`src/rtl/pdc_pkg.sv`:
```
package pdc_pkg;
  localparam int REG_W    = 8;
  localparam int N_MOD    = 4;
  localparam int MODE_BIT = 7;
  localparam int HIZ_BIT  = 6;
  localparam logic [REG_W-1:0] WR_MASK = 8'hFA;

  typedef enum logic [1:0] {
    PD_RUN     = 2'd0,
    PD_SLEEP   = 2'd1,
    PD_STANDBY = 2'd2
  } pd_state_e;

  function automatic int stop_pos(input int idx);
    return (idx == 0) ? 1 : idx + 2;
  endfunction
endpackage

```
`src/rtl/pdc_reg.sv`:
```
module pdc_reg
  import pdc_pkg::*;
(
  input  logic             clk,
  input  logic             rst_n,
  input  logic             wr_en,
  input  logic [REG_W-1:0] wr_data,
  output logic [REG_W-1:0] rd_data,
  output logic             mode_sel,
  output logic             hiz_sel,
  output logic [N_MOD-1:0] stop
);
  logic [REG_W-1:0] q;

  always_ff @(posedge clk or negedge rst_n) begin
    if (!rst_n)     q <= '0;
    else if (wr_en) q <= wr_data & WR_MASK;
  end

  assign rd_data  = q;
  assign mode_sel = q[MODE_BIT];
  assign hiz_sel  = q[HIZ_BIT];

  for (genvar g = 0; g < N_MOD; g++) begin : g_stop
    assign stop[g] = q[stop_pos(g)];
  end

  a_r2_reserved_zero: assert property (@(posedge clk) disable iff (!rst_n)
    (rd_data[2] == 1'b0) && (rd_data[0] == 1'b0));
  a_r3_write_lands: assert property (@(posedge clk) disable iff (!rst_n)
    wr_en |=> rd_data == ($past(wr_data) & 8'hFA));
  a_r3_hold: assert property (@(posedge clk) disable iff (!rst_n)
    !wr_en |=> $stable(rd_data));
endmodule

```
`src/rtl/pdc_fsm.sv`:
```
module pdc_fsm
  import pdc_pkg::*;
(
  input  logic      clk,
  input  logic      rst_n,
  input  logic      sleep_req,
  input  logic      wdt_en,
  input  logic      wake,
  input  logic      mode_sel,
  output pd_state_e state,
  output logic      err
);
  pd_state_e st_nxt;
  logic      refuse;

  assign refuse = sleep_req && mode_sel && wdt_en;

  always_comb begin
    st_nxt = state;
    case (state)
      PD_RUN: begin
        if (sleep_req) st_nxt = (mode_sel && !wdt_en) ? PD_STANDBY : PD_SLEEP;
      end
      PD_SLEEP, PD_STANDBY: begin
        if (wake) st_nxt = PD_RUN;
      end
      default: st_nxt = PD_RUN;
    endcase
  end

  always_ff @(posedge clk or negedge rst_n) begin
    if (!rst_n) begin
      state <= PD_RUN;
      err   <= 1'b0;
    end else begin
      state <= st_nxt;
      if (state == PD_RUN && refuse) err <= 1'b1;
    end
  end

  a_r4_sleep_entry: assert property (@(posedge clk) disable iff (!rst_n)
    (state == PD_RUN && sleep_req && !mode_sel) |=> state == PD_SLEEP);
  a_r5_standby_guard: assert property (@(posedge clk) disable iff (!rst_n)
    (state == PD_STANDBY && $past(state) != PD_STANDBY) |-> !$past(wdt_en));
  a_r6_refused_standby: assert property (@(posedge clk) disable iff (!rst_n)
    (state == PD_RUN && sleep_req && mode_sel && wdt_en) |=> (state == PD_SLEEP && err));
  a_r6_err_sticky: assert property (@(posedge clk) disable iff (!rst_n)
    err |=> err);
  a_r7_wake_return: assert property (@(posedge clk) disable iff (!rst_n)
    (state != PD_RUN && wake) |=> state == PD_RUN);
endmodule

```
`src/rtl/pdc_clkgate.sv`:
```
module pdc_clkgate
  import pdc_pkg::*;
(
  input  logic [N_MOD-1:0] stop,
  input  logic             in_standby,
  output logic [N_MOD-1:0] clk_en
);
  for (genvar g = 0; g < N_MOD; g++) begin : g_en
    assign clk_en[g] = !stop[g] && !in_standby;
  end
endmodule

```
`src/rtl/pwrdn_ctrl.sv`:
```
module pwrdn_ctrl
  import pdc_pkg::*;
(
  input  logic       clk,
  input  logic       rst_n,
  input  logic       reg_wr_en,
  input  logic [7:0] reg_wr_data,
  output logic [7:0] reg_rd_data,
  input  logic       sleep_req,
  input  logic       wdt_en,
  input  logic       wake,
  output logic       pin_hiz,
  output logic [3:0] mod_clk_en,
  output logic [1:0] mode_state,
  output logic       wdt_err
);
  logic             mode_sel, hiz_sel;
  logic [N_MOD-1:0] stop;
  pd_state_e        state;

  pdc_reg u_reg (
    .clk(clk), .rst_n(rst_n), .wr_en(reg_wr_en), .wr_data(reg_wr_data),
    .rd_data(reg_rd_data), .mode_sel(mode_sel), .hiz_sel(hiz_sel), .stop(stop)
  );

  pdc_fsm u_fsm (
    .clk(clk), .rst_n(rst_n), .sleep_req(sleep_req), .wdt_en(wdt_en),
    .wake(wake), .mode_sel(mode_sel), .state(state), .err(wdt_err)
  );

  pdc_clkgate u_gate (
    .stop(stop), .in_standby(state == PD_STANDBY), .clk_en(mod_clk_en)
  );

  assign pin_hiz    = (state == PD_STANDBY) && hiz_sel;
  assign mode_state = state;

  a_r8_hiz_only_standby: assert property (@(posedge clk) disable iff (!rst_n)
    pin_hiz |-> mode_state == 2'd2);
  a_r9_standby_gates: assert property (@(posedge clk) disable iff (!rst_n)
    (mode_state == 2'd2) |-> mod_clk_en == 4'b0000);
  a_r10_legal_code: assert property (@(posedge clk) disable iff (!rst_n)
    mode_state != 2'd3);
endmodule

```
`config.mk`:
```
export PLATFORM = sky130hd
export DESIGN_NAME = pwrdn_ctrl
export DESIGN_NICKNAME = d
export VERILOG_FILES = /design/src/rtl/pdc_pkg.sv /design/src/rtl/pdc_reg.sv /design/src/rtl/pdc_fsm.sv /design/src/rtl/pdc_clkgate.sv /design/src/rtl/pwrdn_ctrl.sv
export SDC_FILE = /design/constraint.sdc
export NUM_CORES = 1
export LEC_CHECK = 0
export ABC_CLOCK_PERIOD_IN_PS = 1350
export BUFFER_PORTS_ARGS = -buffer_cell sky130_fd_sc_hd__buf_2
export CORE_AREA = 2 2 39 41
export DETAILED_ROUTE_END_ITERATION = 10
export DIE_AREA = 0 0 41 43
export PLACE_DENSITY = 0.72
export SYNTH_ARGS = -nofsm -noshare
export SYNTH_HDL_FRONTEND = slang
export SYNTH_SLANG_ARGS = --single-unit
```
`constraint.sdc`:
```
create_clock -name clk -period 1.35 [get_ports clk]
set_input_delay 0.405 -clock clk [delete_from_list [all_inputs] [get_ports clk]]
set_output_delay 0.405 -clock clk [all_outputs]
set_load 0.02 [all_outputs]
```
### After elaboration in Yosys (flattened, before gate mapping)

Index checks and enable logic that the tools add are counted.

| operators by class | value |
|---|---|
| equal/unequal tests | 4 |
| mux-type cells | 4 |
| reductions and logical operators | 18 |

Operators by type and width:

| operator | count |
|---|---|
| logical AND 1 bit | 9 |
| logical NOT 1 bit | 6 |
| two-way mux 2 bit | 3 |
| inequality test 2 bit (second input constant) | 2 |
| case mux 2 bit (2 select lines) | 1 |
| equality test 2 x 1 -> 1 bit (second input constant) | 1 |
| equality test 2 bit (second input constant) | 1 |
| logical NOT 2 bit | 1 |
| AND reduction 2 bit | 1 |
| OR reduction 2 bit | 1 |

| storage, ports and cells | value |
|---|---|
| register bits after elaboration | 9 |
| input port bits | 14 |
| output and inout bits | 16 |
| logic and storage cells | 29 |

### Longest topological paths before layout

Gate-level depths: netlist of run 1.

| depth | value |
|---|---|
| depth in word-level cells | 5 |
| mapped depth | 5 |
| depth with buffers taken out | 5 |

### Modules after synthesis

A second synthesis of run 1 with hierarchy kept.

| second synthesis, totals | value |
|---|---|
| cells, all modules | 44 |
| area total of the unflattened synthesis | 513.0 um2 |

Modules (own cells, without submodules):

| module | times used | cells an instance | area an instance (um2) | seq. area each (um2) |
|---|---|---|---|---|
| pdc_reg | 1 | 22 | 315.3 | 150.1 |
| pdc_fsm | 1 | 16 | 167.7 | 75.1 |
| pdc_clkgate | 1 | 4 | 15.0 | 0.0 |
| pwrdn_ctrl | 1 | 2 | 15.0 | 0.0 |

### Least setup slack after synthesis of run 1

Ideal clock, no wire load.

| path | value |
|---|---|
| path type | register -> output |
| from | register u_fsm.state[0] |
| to | output port mod_clk_en[0] |
| data arrival time | 1078 ps |
| data required time | 945 ps |
| slack | -133 ps |
| cell stages (with the launch flop) | 4 |
| path buffers | 0 |
| cells stage by stage | dfrtp_1 > inv_1 > ha_1 > nor2_1 |

| on the way | value |
|---|---|
| longest elaborated chain between the ends | 3 |

Ends and longest elaborated chain:

| what | RTL line | source |
|---|---|---|
| start: declaration | pdc_fsm.sv:10 | `output pd_state_e state,` |
| start signal: assignment | pdc_fsm.sv:36 | `state <= st_nxt;` |
| equality test 2 bit | pwrdn_ctrl.sv:32 | `.stop(stop), .in_standby(state == PD_STANDBY), .clk_en(mod_clk_en)` |
| logical NOT 1 bit | pdc_clkgate.sv:9 | `assign clk_en[g] = !stop[g] && !in_standby;` |
| logical AND 1 bit | pdc_clkgate.sv:9 |  |
| end: declaration | pwrdn_ctrl.sv:13 | `output logic [3:0] mod_clk_en,` |

Every way passes these cells.

### Worst setup path after layout of run 1

| path | value |
|---|---|
| from | register u_fsm.state[0] |
| to | output port pin_hiz |

| on the way | value |
|---|---|
| longest elaborated chain between the ends | 2 |

Ends and longest elaborated chain:

| what | RTL line | source |
|---|---|---|
| equality test 2 bit | pwrdn_ctrl.sv:35 | `assign pin_hiz = (state == PD_STANDBY) && hiz_sel;` |
| logical AND 1 bit | pwrdn_ctrl.sv:35 |  |
| end: declaration | pwrdn_ctrl.sv:12 | `output logic pin_hiz,` |

Every way passes these cells.

==> impl_metrics.json, run 1 <==
{
  "synth_adder_area_share": 0.0556,
  "p_total_mw": 1.11,
  "syn2layout_area_growth_pct": 59.4,
  "core_region_area_mm2": 0.00138,
  "grt_max_degree": 10,
  "synthTopCellsByArea": "dfrtp_1 (50%), mux2_2 (13%), buf_4 (6.7%)",
  "hpwl_um": 693,
  "holdCritStartpoint": "reg_wr_data[6]",
  "synthSimpleGateAreaFrac": 0.131,
  "reg2reg_setup_slack_ns": -0.05,
  "slew_viol_final": 0,
  "pin_count": 30,
  "ys_seq_elements": 9,
  "cts_num_sinks": 9,
  "cp.required_ns": 0.95,
  "portBuffers": 25,
  "grt_pass1_vias": 359,
  "arrival_ns": 1.14,
  "hold_end": "u_reg.rd_data[6]",
  "num-nets-final": 87,
  "htreeDepth": 1,
  "timing.rr.end": "u_fsm.state[1]",
  "synth_top_area_frac": 0.500,
  "skew_ns": 0.00274,
  "clockRootBuffer": "clkbuf_4",
  "synth_warnings": 0,
  "critPathMaxFanout": 5,
  "routedWlPerCell_um": 10.2,
  "ir_worst_vdd_mv": 0.629,
  "drc": 0,
  "initial_utilization": 0.325,
  "dr.first_iter.drc_count": 0,
  "setup_viol": 8,
  "r2r_cells": 6,
  "diodes": 0,
  "vias": 382,
  "synth_cells": 40,
  "synth_area_um2": 450,
  "outcome": "finished, violations left",
  "rows": 14,
  "antenna_found_initial": 0,
  "cp-start-kind": "flop",
  "clock_latency_ns": 0.25,
  "synth_top_family_by_area": "multiplexers",
  "drtPass1Iterations": 1,
  "rr_startpoint": "u_fsm.state[1]",
  "die_h_um": 43,
  "hp-class": "in2reg",
  "p_leak_nw": 0.345,
  "viasPerCell": 4.44,
  "post-synth-top-area-cell": "dfrtp_1",
  "finalWirelength_um": 873,
  "period_needed_ns": 1.55,
  "cp-end-kind": "primary output",
  "timing.final.ws_setup_ns": -0.197,
  "hold_viol_final": 0,
  "cts_tree": "built",
  "track_usage": 0.111,
  "netlist-cell-type-count": 17,
  "layout-drive-gt1-share": 0.714,
  "synthXorXnorAreaFrac": 0,
  "ys_seq_area_frac": 0.500,
  "dieWidth_um": 41,
  "holdPathStages": 2,
  "place.gp.congestion": 0.604,
  "synthMuxAreaShare": 0.150,
  "grt-ovfl-total": 0,
  "cap_violations": 0,
  "startpoint": "u_fsm.state[0]",
  "grt_pass1_wl_mm": 1.32,
  "rsz0062_at_grt": "yes",
  "cts_buffers": 3,
  "path_clk_slew_ns": 0.06,
  "finalCritPeriodShare": 1.15,
  "setup_tns_ns": -0.961,
  "critPathKind": "reg2out",
  "violations": "negative setup slack",
  "cellPowerDensity_mw_per_mm2": 1540,
  "die_area_mm2": 0.00176,
  "avgSynthCellArea_um2": 11.3,
  "ant_nets": 0,
  "synth_compound_area_frac": 0.0611,
  "clockBufferDepth": 2,
  "fmax_mhz": 646
}
==> stage by stage <==
step | hold WS [ns] | utilization | std cells | worst slack (ns) | cell area (µm²)
detailed placement | 0.264 | 0.431 | 78 | -0.0563 | 597
finish | 0.375 | 0.519 | 86 | -0.197 | 718
global placement | 0.266 | 0.431 | 78 | -0.0339 | 597
floorplan | 0.109 | - | 41 | 0.000668 | 479
global route | 0.391 | 0.519 | 86 | -0.249 | 718
CTS | 0.375 | 0.497 | 85 | -0.214 | 688
==> Yosys cell counts (all sizes together) <==
master and instances:
a41o 1, o21ai 2, or3b 1, buf 5, and2 1, ha 2
nor2 4, mux2 6, o31ai 1, nand2 2, inv 2, nor2b 3
conb 1, dfrtp 9
==> placed cells by master (no fill, tap or decap), drive strengths merged <==
master and instances:
a41o 1, and2 1, buf 29, clkbuf 4
conb 2, dfrtp 9, dlygate4sd3 1, ha 2
inv 2, mux2 6, nand2 2, nor2 4
nor2b 3, o21ai 2, o31ai 1, or3b 1
==> layer usage <==
| layer | up-vias | wire length (µm) | global-route usage |
|---|---|---|---|
| li1 | 187 | - | - |
| met1 | 174 | 349 | 0.114 |
| met2 | 21 | 429 | 0.197 |
| met3 | 0 | 94 | 0.0314 |
| met4 | 0 | 0 | 0.0400 |
| met5 | - | 0 | 0 |
==> sequential cells by signal (all words and copies together), names as in the netlist <==
| name | count |
|---|---|
| u_reg.rd_data | 6 |
| u_fsm.state | 2 |
| u_fsm.err | 1 |
==> report_power, final <==
part | switching (mW) | total, mW | internal (mW) | leakage (nW)
Combinational | 0.261 | 0.557 | 0.296 | 0.228
Clock | 0.0879 | 0.201 | 0.114 | 0.0150
Sequential | 0.0339 | 0.350 | 0.316 | 0.102
Total | 0.383 | 1.11 | 0.726 | 0.345
==> area by class of cell <==
type | count | area (µm²)
timing repair buffer | 30 | 205
sequential | 9 | 228
clock buffer | 4 | 26.3
fill | 135 | 666
multi-input combinational | 25 | 231
tap | 16 | 20.0
inverter | 2 | 7.51
==> worst max path at each step <==
stage | slack [ns] | depth (start not counted) | end
2_1_floorplan | 0.0007 | 5 | u_fsm.state[1]
3_3_place_gp | -0.03 | 4 | pin_hiz
3_5_place_dp | -0.06 | 4 | pin_hiz
4_1_cts | -0.21 | 4 | pin_hiz
5_1_grt | -0.25 | 4 | pin_hiz
6_report | -0.20 | 4 | pin_hiz
==> kinds of logic (layout without fill, tap and decap cells) <==
kind of cell,count (synthesis),after routing
and+or+nand+nor,11,11
DFF,9,9
buffers and inverters,7,36
muxes,6,6
AOI/OAI and AO/OA,4,4
adders and majority gates,2,2
other,1,2
==> repair_timing <==
item | CTS | global route
setup buffers | 2 | 2
gates resized for setup | 11 | 6
pin swaps | 1 | 1
setup endpoints to repair | 6 | 9
hold buffers | 1 | 0
endpoints found under the hold margin | 9 | 0
==> worst max-delay path: stages, from the launching register on <==
cell and delay, ns:
dfrtp_2 0.41, inv_2 0.07, ha_4 0.16, and2_4 0.14, buf_6 0.10
Note: power is estimated with default switching activity, not from simulation.
==> inputs of run 2 (changes only) <==
ABC_CLOCK_PERIOD_IN_PS = 1300   (was 1350)
PLACE_DENSITY = 0.7   (was 0.72)
clock period = 1.3 ns   (was 1.35 ns; I/O delays follow)
==> run 2 against run 1 <==
Net effect:
- the run still ends with negative setup slack left
- clock skew increased by 0.0053 ns
- clock-buffer cell count unchanged
- register-to-register slack got worse by 0.14 ns
- non-clock buffer count increased by 2
- sequential cell count unchanged
- largest cell class unchanged
- via count increased by 0.79%
- clock power increased by 2%
- critical endpoint unchanged
- critical path depth unchanged
- worst hold slack got worse by 0.0062 ns
- cell count increased by 2.3%
==> impl_metrics.json, run 2 (synthesis gave the netlist of run 1 again) <==
{
  "p_leak_nw": 0.365,
  "diodes": 0,
  "violations": "negative setup slack",
  "cap_violations": 0,
  "drc": 0,
  "syn2layout_area_growth_pct": 67.2,
  "switchingPower_uw": 426,
  "finalCritPeriodShare": 1.18,
  "layout-drive-gt1-share": 0.764,
  "setup_viol": 9,
  "clockBufferDepth": 2,
  "finalWirelength_mm": 1.01,
  "portBuffers": 25,
  "grt_pass1_wl_mm": 1.46,
  "hpwl_um": 733,
  "cts_tree": "built",
  "place_inst": 79,
  "placed_area_um2": 604,
  "vias": 385,
  "largest_reg_flops": 6,
  "fmax_mhz": 651,
  "path_clk_slew_ns": 0.06,
  "htreeDepth": 1,
  "slew_viol_final": 0,
  "arrival_ns": 1.15,
  "pin_count": 30,
  "cp-end-kind": "primary output",
  "period_needed_ns": 1.54,
  "critPathKind": "reg2out",
  "place.gp.congestion": 0.751,
  "die_area_mm2": 0.00176,
  "internal_power_uw": 807,
  "dieWidth_um": 41,
  "slowest_stage": "dfrtp_2",
  "hold_viol_final": 0,
  "outcome": "finished, violations left",
  "timing.final.ws_setup_ns": -0.236,
  "cp-start-kind": "flop",
  "track_usage": 0.124,
  "core_region_area_mm2": 0.00138,
  "initial_utilization": 0.325,
  "clock_latency_ns": 0.25,
  "crit_chain": "inv_2 -> ha_4 -> and2_4 -> buf_6",
  "comb_power_share": 0.538,
  "ir_worst_vdd_mv": 0.731,
  "antenna_found_initial": 0,
  "cpPeakStageDelay_ns": 0.41,
  "grt_pass1_vias": 348,
  "grt-ovfl-total": 0,
  "stdcell_area_um2": 753,
  "grt_max_degree": 10,
  "dr.first_iter.drc_count": 1,
  "rsz0062_at_grt": "yes",
  "cts_num_sinks": 9,
  "num-nets-final": 89,
  "setup_tns_ns": -1.51,
  "cp.required_ns": 0.91,
  "ant_nets": 0,
  "final_cell_count_no_fill": 88,
  "seqPwrFrac": 0.296,
  "critPathMaxFanout": 5,
  "clockRootBuffer": "clkbuf_4",
  "final_util": 0.544,
  "p_clk_frac": 0.166,
  "viasPerCell": 4.38,
  "mostFrequentLayoutCell": "buf_2",
  "whs_ns": 0.369,
  "final_cell_mix": "buf_2 (18), buf_6 (7), dfrtp_1 (7)",
  "swShare": 0.345,
  "skew_ns": 0.00803,
  "cellPowerDensity_mw_per_mm2": 1640,
  "routedWlPerCell_um": 11.5,
  "rows": 14,
  "die_h_um": 43,
  "hp-class": "in2reg",
  "cts_buffers": 3,
  "drtPass1Iterations": 2
}
run 2: changes by cell type in the layout (fill, tap and decap cells not counted), sizes merged:
cell	previous run	this run
buf	29	31
run 2: power groups by stage:
stage | logic (mW) | clock network [mW] | registers (mW)
global route | 0.718 | 0.240 | 0.371
CTS | 0.560 | 0.213 | 0.364
finish | 0.663 | 0.205 | 0.365
floorplan | 0.237 | 0 | 0.415
global placement | 0.421 | 0 | 0.365
detailed placement | 0.428 | 0 | 0.370
run 2: metal layers:
metal	wire (µm)	part of all wire	up-vias	global-route usage
met2	498	0.49	15	0.181
li1	-	-	192	-
met3	59	0.059	0	0.0314
met5	0	0	-	0
met4	0	0	0	0.0400
met1	450	0.45	178	0.173
run 2: worst paths after layout:
kind                                startpoint               end  slack [ns]  depth (start not counted)
worst min register to register       u_fsm.err         u_fsm.err        0.46                          1
min in group asynchronous                rst_n         u_fsm.err        0.52                          2
max in group asynchronous                rst_n    u_fsm.state[0]        0.58                          2
worst min-delay path            reg_wr_data[7]  u_reg.rd_data[7]        0.37                          2
worst max register to register  u_fsm.state[0]    u_fsm.state[1]       -0.19                          7
worst max-delay path            u_fsm.state[0]           pin_hiz       -0.24                          4
run 2: layout make-up:
type                            count  area (µm²)
Timing Repair Buffer               32         224
Fill cell                         135         631
Sequential cell                     9         228
Inverter                            2        7.51
Tap cell                           16        20.0
Multi-Input combinational cell     25         248
Clock buffer                        4        26.3
run 2: stage by stage:
step	setup WS [ns]	power, mW
detailed placement	-0.0996	0.798
floorplan	-0.0150	0.652
CTS	-0.240	1.14
global route	-0.309	1.33
global placement	-0.0764	0.787
finish	-0.236	1.23
run 2: critical path: cells and delay by family, from the launching register on:
| family | cells | cell delay, ns |
|---|---|---|
| flops | 1 | 0.41 |
| fa+ha+maj | 1 | 0.17 |
| buf+inv | 2 | 0.18 |
| simple gates | 1 | 0.14 |
run 2: timing repair:
action | CTS | global route
setup endpoints to repair | 7 | 9
pin swaps | 1 | 3
buffers inserted | 3 | 1
hold endpoints to repair | 9 | 0
resized for setup | 14 | 7
hold buffers | 1 | 0
==> inputs of run 3 (changes only) <==
TNS_END_PERCENT = 50   (was not set)
==> run 3 against run 2 <==
Net effect:
- maximum frequency increased by 0.20%
- the flow still finishes with violations (negative setup slack)
- clock-buffer cell count unchanged
- first-iteration DRC count increased by 100%
==> impl_metrics.json, run 3 (synthesis gave the netlist of run 1 again) <==
{
  "comb_power_share": 0.512,
  "num-nets-final": 89,
  "place.gp.congestion": 0.751,
  "cts_tree": "built",
  "routedWlPerCell_um": 10.5,
  "grt_pass1_vias": 350,
  "crit_buf_inv": 2,
  "clockBufferDepth": 2,
  "timing.final.ws_setup_ns": -0.233,
  "drtPass1Iterations": 2,
  "switchingPower_uw": 395,
  "setup_tns_ns": -1.59,
  "grt-ovfl-total": 0,
  "path_clk_slew_ns": 0.06,
  "layout-drive-gt1-share": 0.722,
  "internal_power_uw": 768,
  "final_cell_mix": "buf_2 (18), buf_6 (7), dfrtp_1 (7)",
  "p_clk_frac": 0.174,
  "arrival_ns": 1.14,
  "cp.required_ns": 0.91,
  "slowest_stage": "dfrtp_2",
  "clockRootBuffer": "clkbuf_4",
  "timing.rr.end": "u_fsm.state[1]",
  "cts_buffers": 3,
  "dieWidth_um": 41,
  "rr_startpoint": "u_fsm.state[0]",
  "crit_chain": "inv_2 -> ha_4 -> and2_4 -> buf_6",
  "hold_viol_final": 0,
  "rsz0062_at_grt": "yes",
  "ant_nets": 0,
  "die_h_um": 43,
  "finalWirelength_um": 921,
  "pin_count": 30,
  "vias": 385,
  "cellPowerDensity_mw_per_mm2": 1590,
  "ir_worst_vdd_mv": 0.721,
  "viasPerCell": 4.38,
  "htreeDepth": 1,
  "syn2layout_area_growth_pct": 61.9,
  "crit_family": "flip-flops",
  "cap_violations": 0,
  "critPathKind": "reg2out",
  "drc": 0,
  "track_usage": 0.124,
  "cp-start-kind": "flop",
  "die_area_mm2": 0.00176,
  "clock_latency_ns": 0.25,
  "p_leak_nw": 0.357,
  "portBuffers": 25,
  "grt_max_degree": 10,
  "violations": "negative setup slack",
  "place_ws_ns": -0.0996,
  "cpPeakStageDelay_ns": 0.41,
  "antenna_found_initial": 0,
  "largest_reg_flops": 6,
  "critPathMaxFanout": 5,
  "rows": 14,
  "hp-class": "in2reg",
  "skew_ns": 0.00630,
  "initial_utilization": 0.325,
  "outcome": "finished, violations left",
  "slew_viol_final": 0,
  "reg2reg_setup_slack_ns": -0.20,
  "cp-endpoint": "pin_hiz",
  "fmax_mhz": 652,
  "path_depth": 4,
  "hpwl_um": 733,
  "finalCritPeriodShare": 1.18,
  "cts_num_sinks": 9,
  "startpoint": "u_fsm.state[0]",
  "whs_ns": 0.371,
  "dr.first_iter.drc_count": 2,
  "final_util": 0.527,
  "core_region_area_mm2": 0.00138,
  "r2r_cells": 7,
  "mostFrequentLayoutCell": "buf_2",
  "seqPwrFrac": 0.313,
  "swShare": 0.339,
  "period_needed_ns": 1.53,
  "setup_viol": 9,
  "grt_pass1_wl_mm": 1.46,
  "cp-end-kind": "primary output",
  "diodes": 0
}
-- run 3: metrics by stage --
stage	cell area, µm²	total power, mW	instances
after floorplan	479	0.652	41
after global routing	729	1.26	88
after global placement	604	0.787	79
after CTS	709	1.14	87
after detailed placement	604	0.798	79
final	729	1.16	88
-- run 3: cell type report --
class / instances / area (µm²)
sequential: 9 / 228
tap: 16 / 20.0
inverter: 2 / 7.51
timing repair buffer: 32 / 224
fill: 136 / 654
clock buffer: 4 / 26.3
multi-input combinational: 25 / 224
-- run 3: worst min-delay path by stage --
stage	start	to	slack, ns	cells after the start
after detailed placement	rst_n	u_fsm.err	0.25	1
after CTS	reg_wr_data[7]	u_reg.rd_data[7]	0.36	2
after global routing	reg_wr_data[5]	u_reg.rd_data[5]	0.35	2
after global placement	rst_n	u_fsm.err	0.25	1
after floorplan	rst_n	u_fsm.err	0.09	0
final	reg_wr_data[7]	u_reg.rd_data[7]	0.37	2
-- run 3: power groups by stage --
stage | sequential (mW) | combinational (mW) | clock [mW]
5_1_grt | 0.371 | 0.650 | 0.240
2_1_floorplan | 0.415 | 0.237 | 0
3_5_place_dp | 0.370 | 0.428 | 0
4_1_cts | 0.364 | 0.560 | 0.213
6_report | 0.364 | 0.596 | 0.203
3_3_place_gp | 0.365 | 0.421 | 0
-- run 3: what timing repair did --
item,4_1_cts,5_1_grt
endpoints found under the hold margin,9,0
pin swaps,1,0
cloned,0,0
gates resized for setup,14,3
setup buffers,3,1
endpoints found under the setup margin,7,9
hold buffers,1,0
-- run 3: per-layer routing --
layer,track usage,vias up,wire length [µm]
met1,0.173,178,436
li1,-,192,-
met5,0,-,0
met2,0.181,15,425
met4,0.0400,0,0
met3,0.0314,0,59
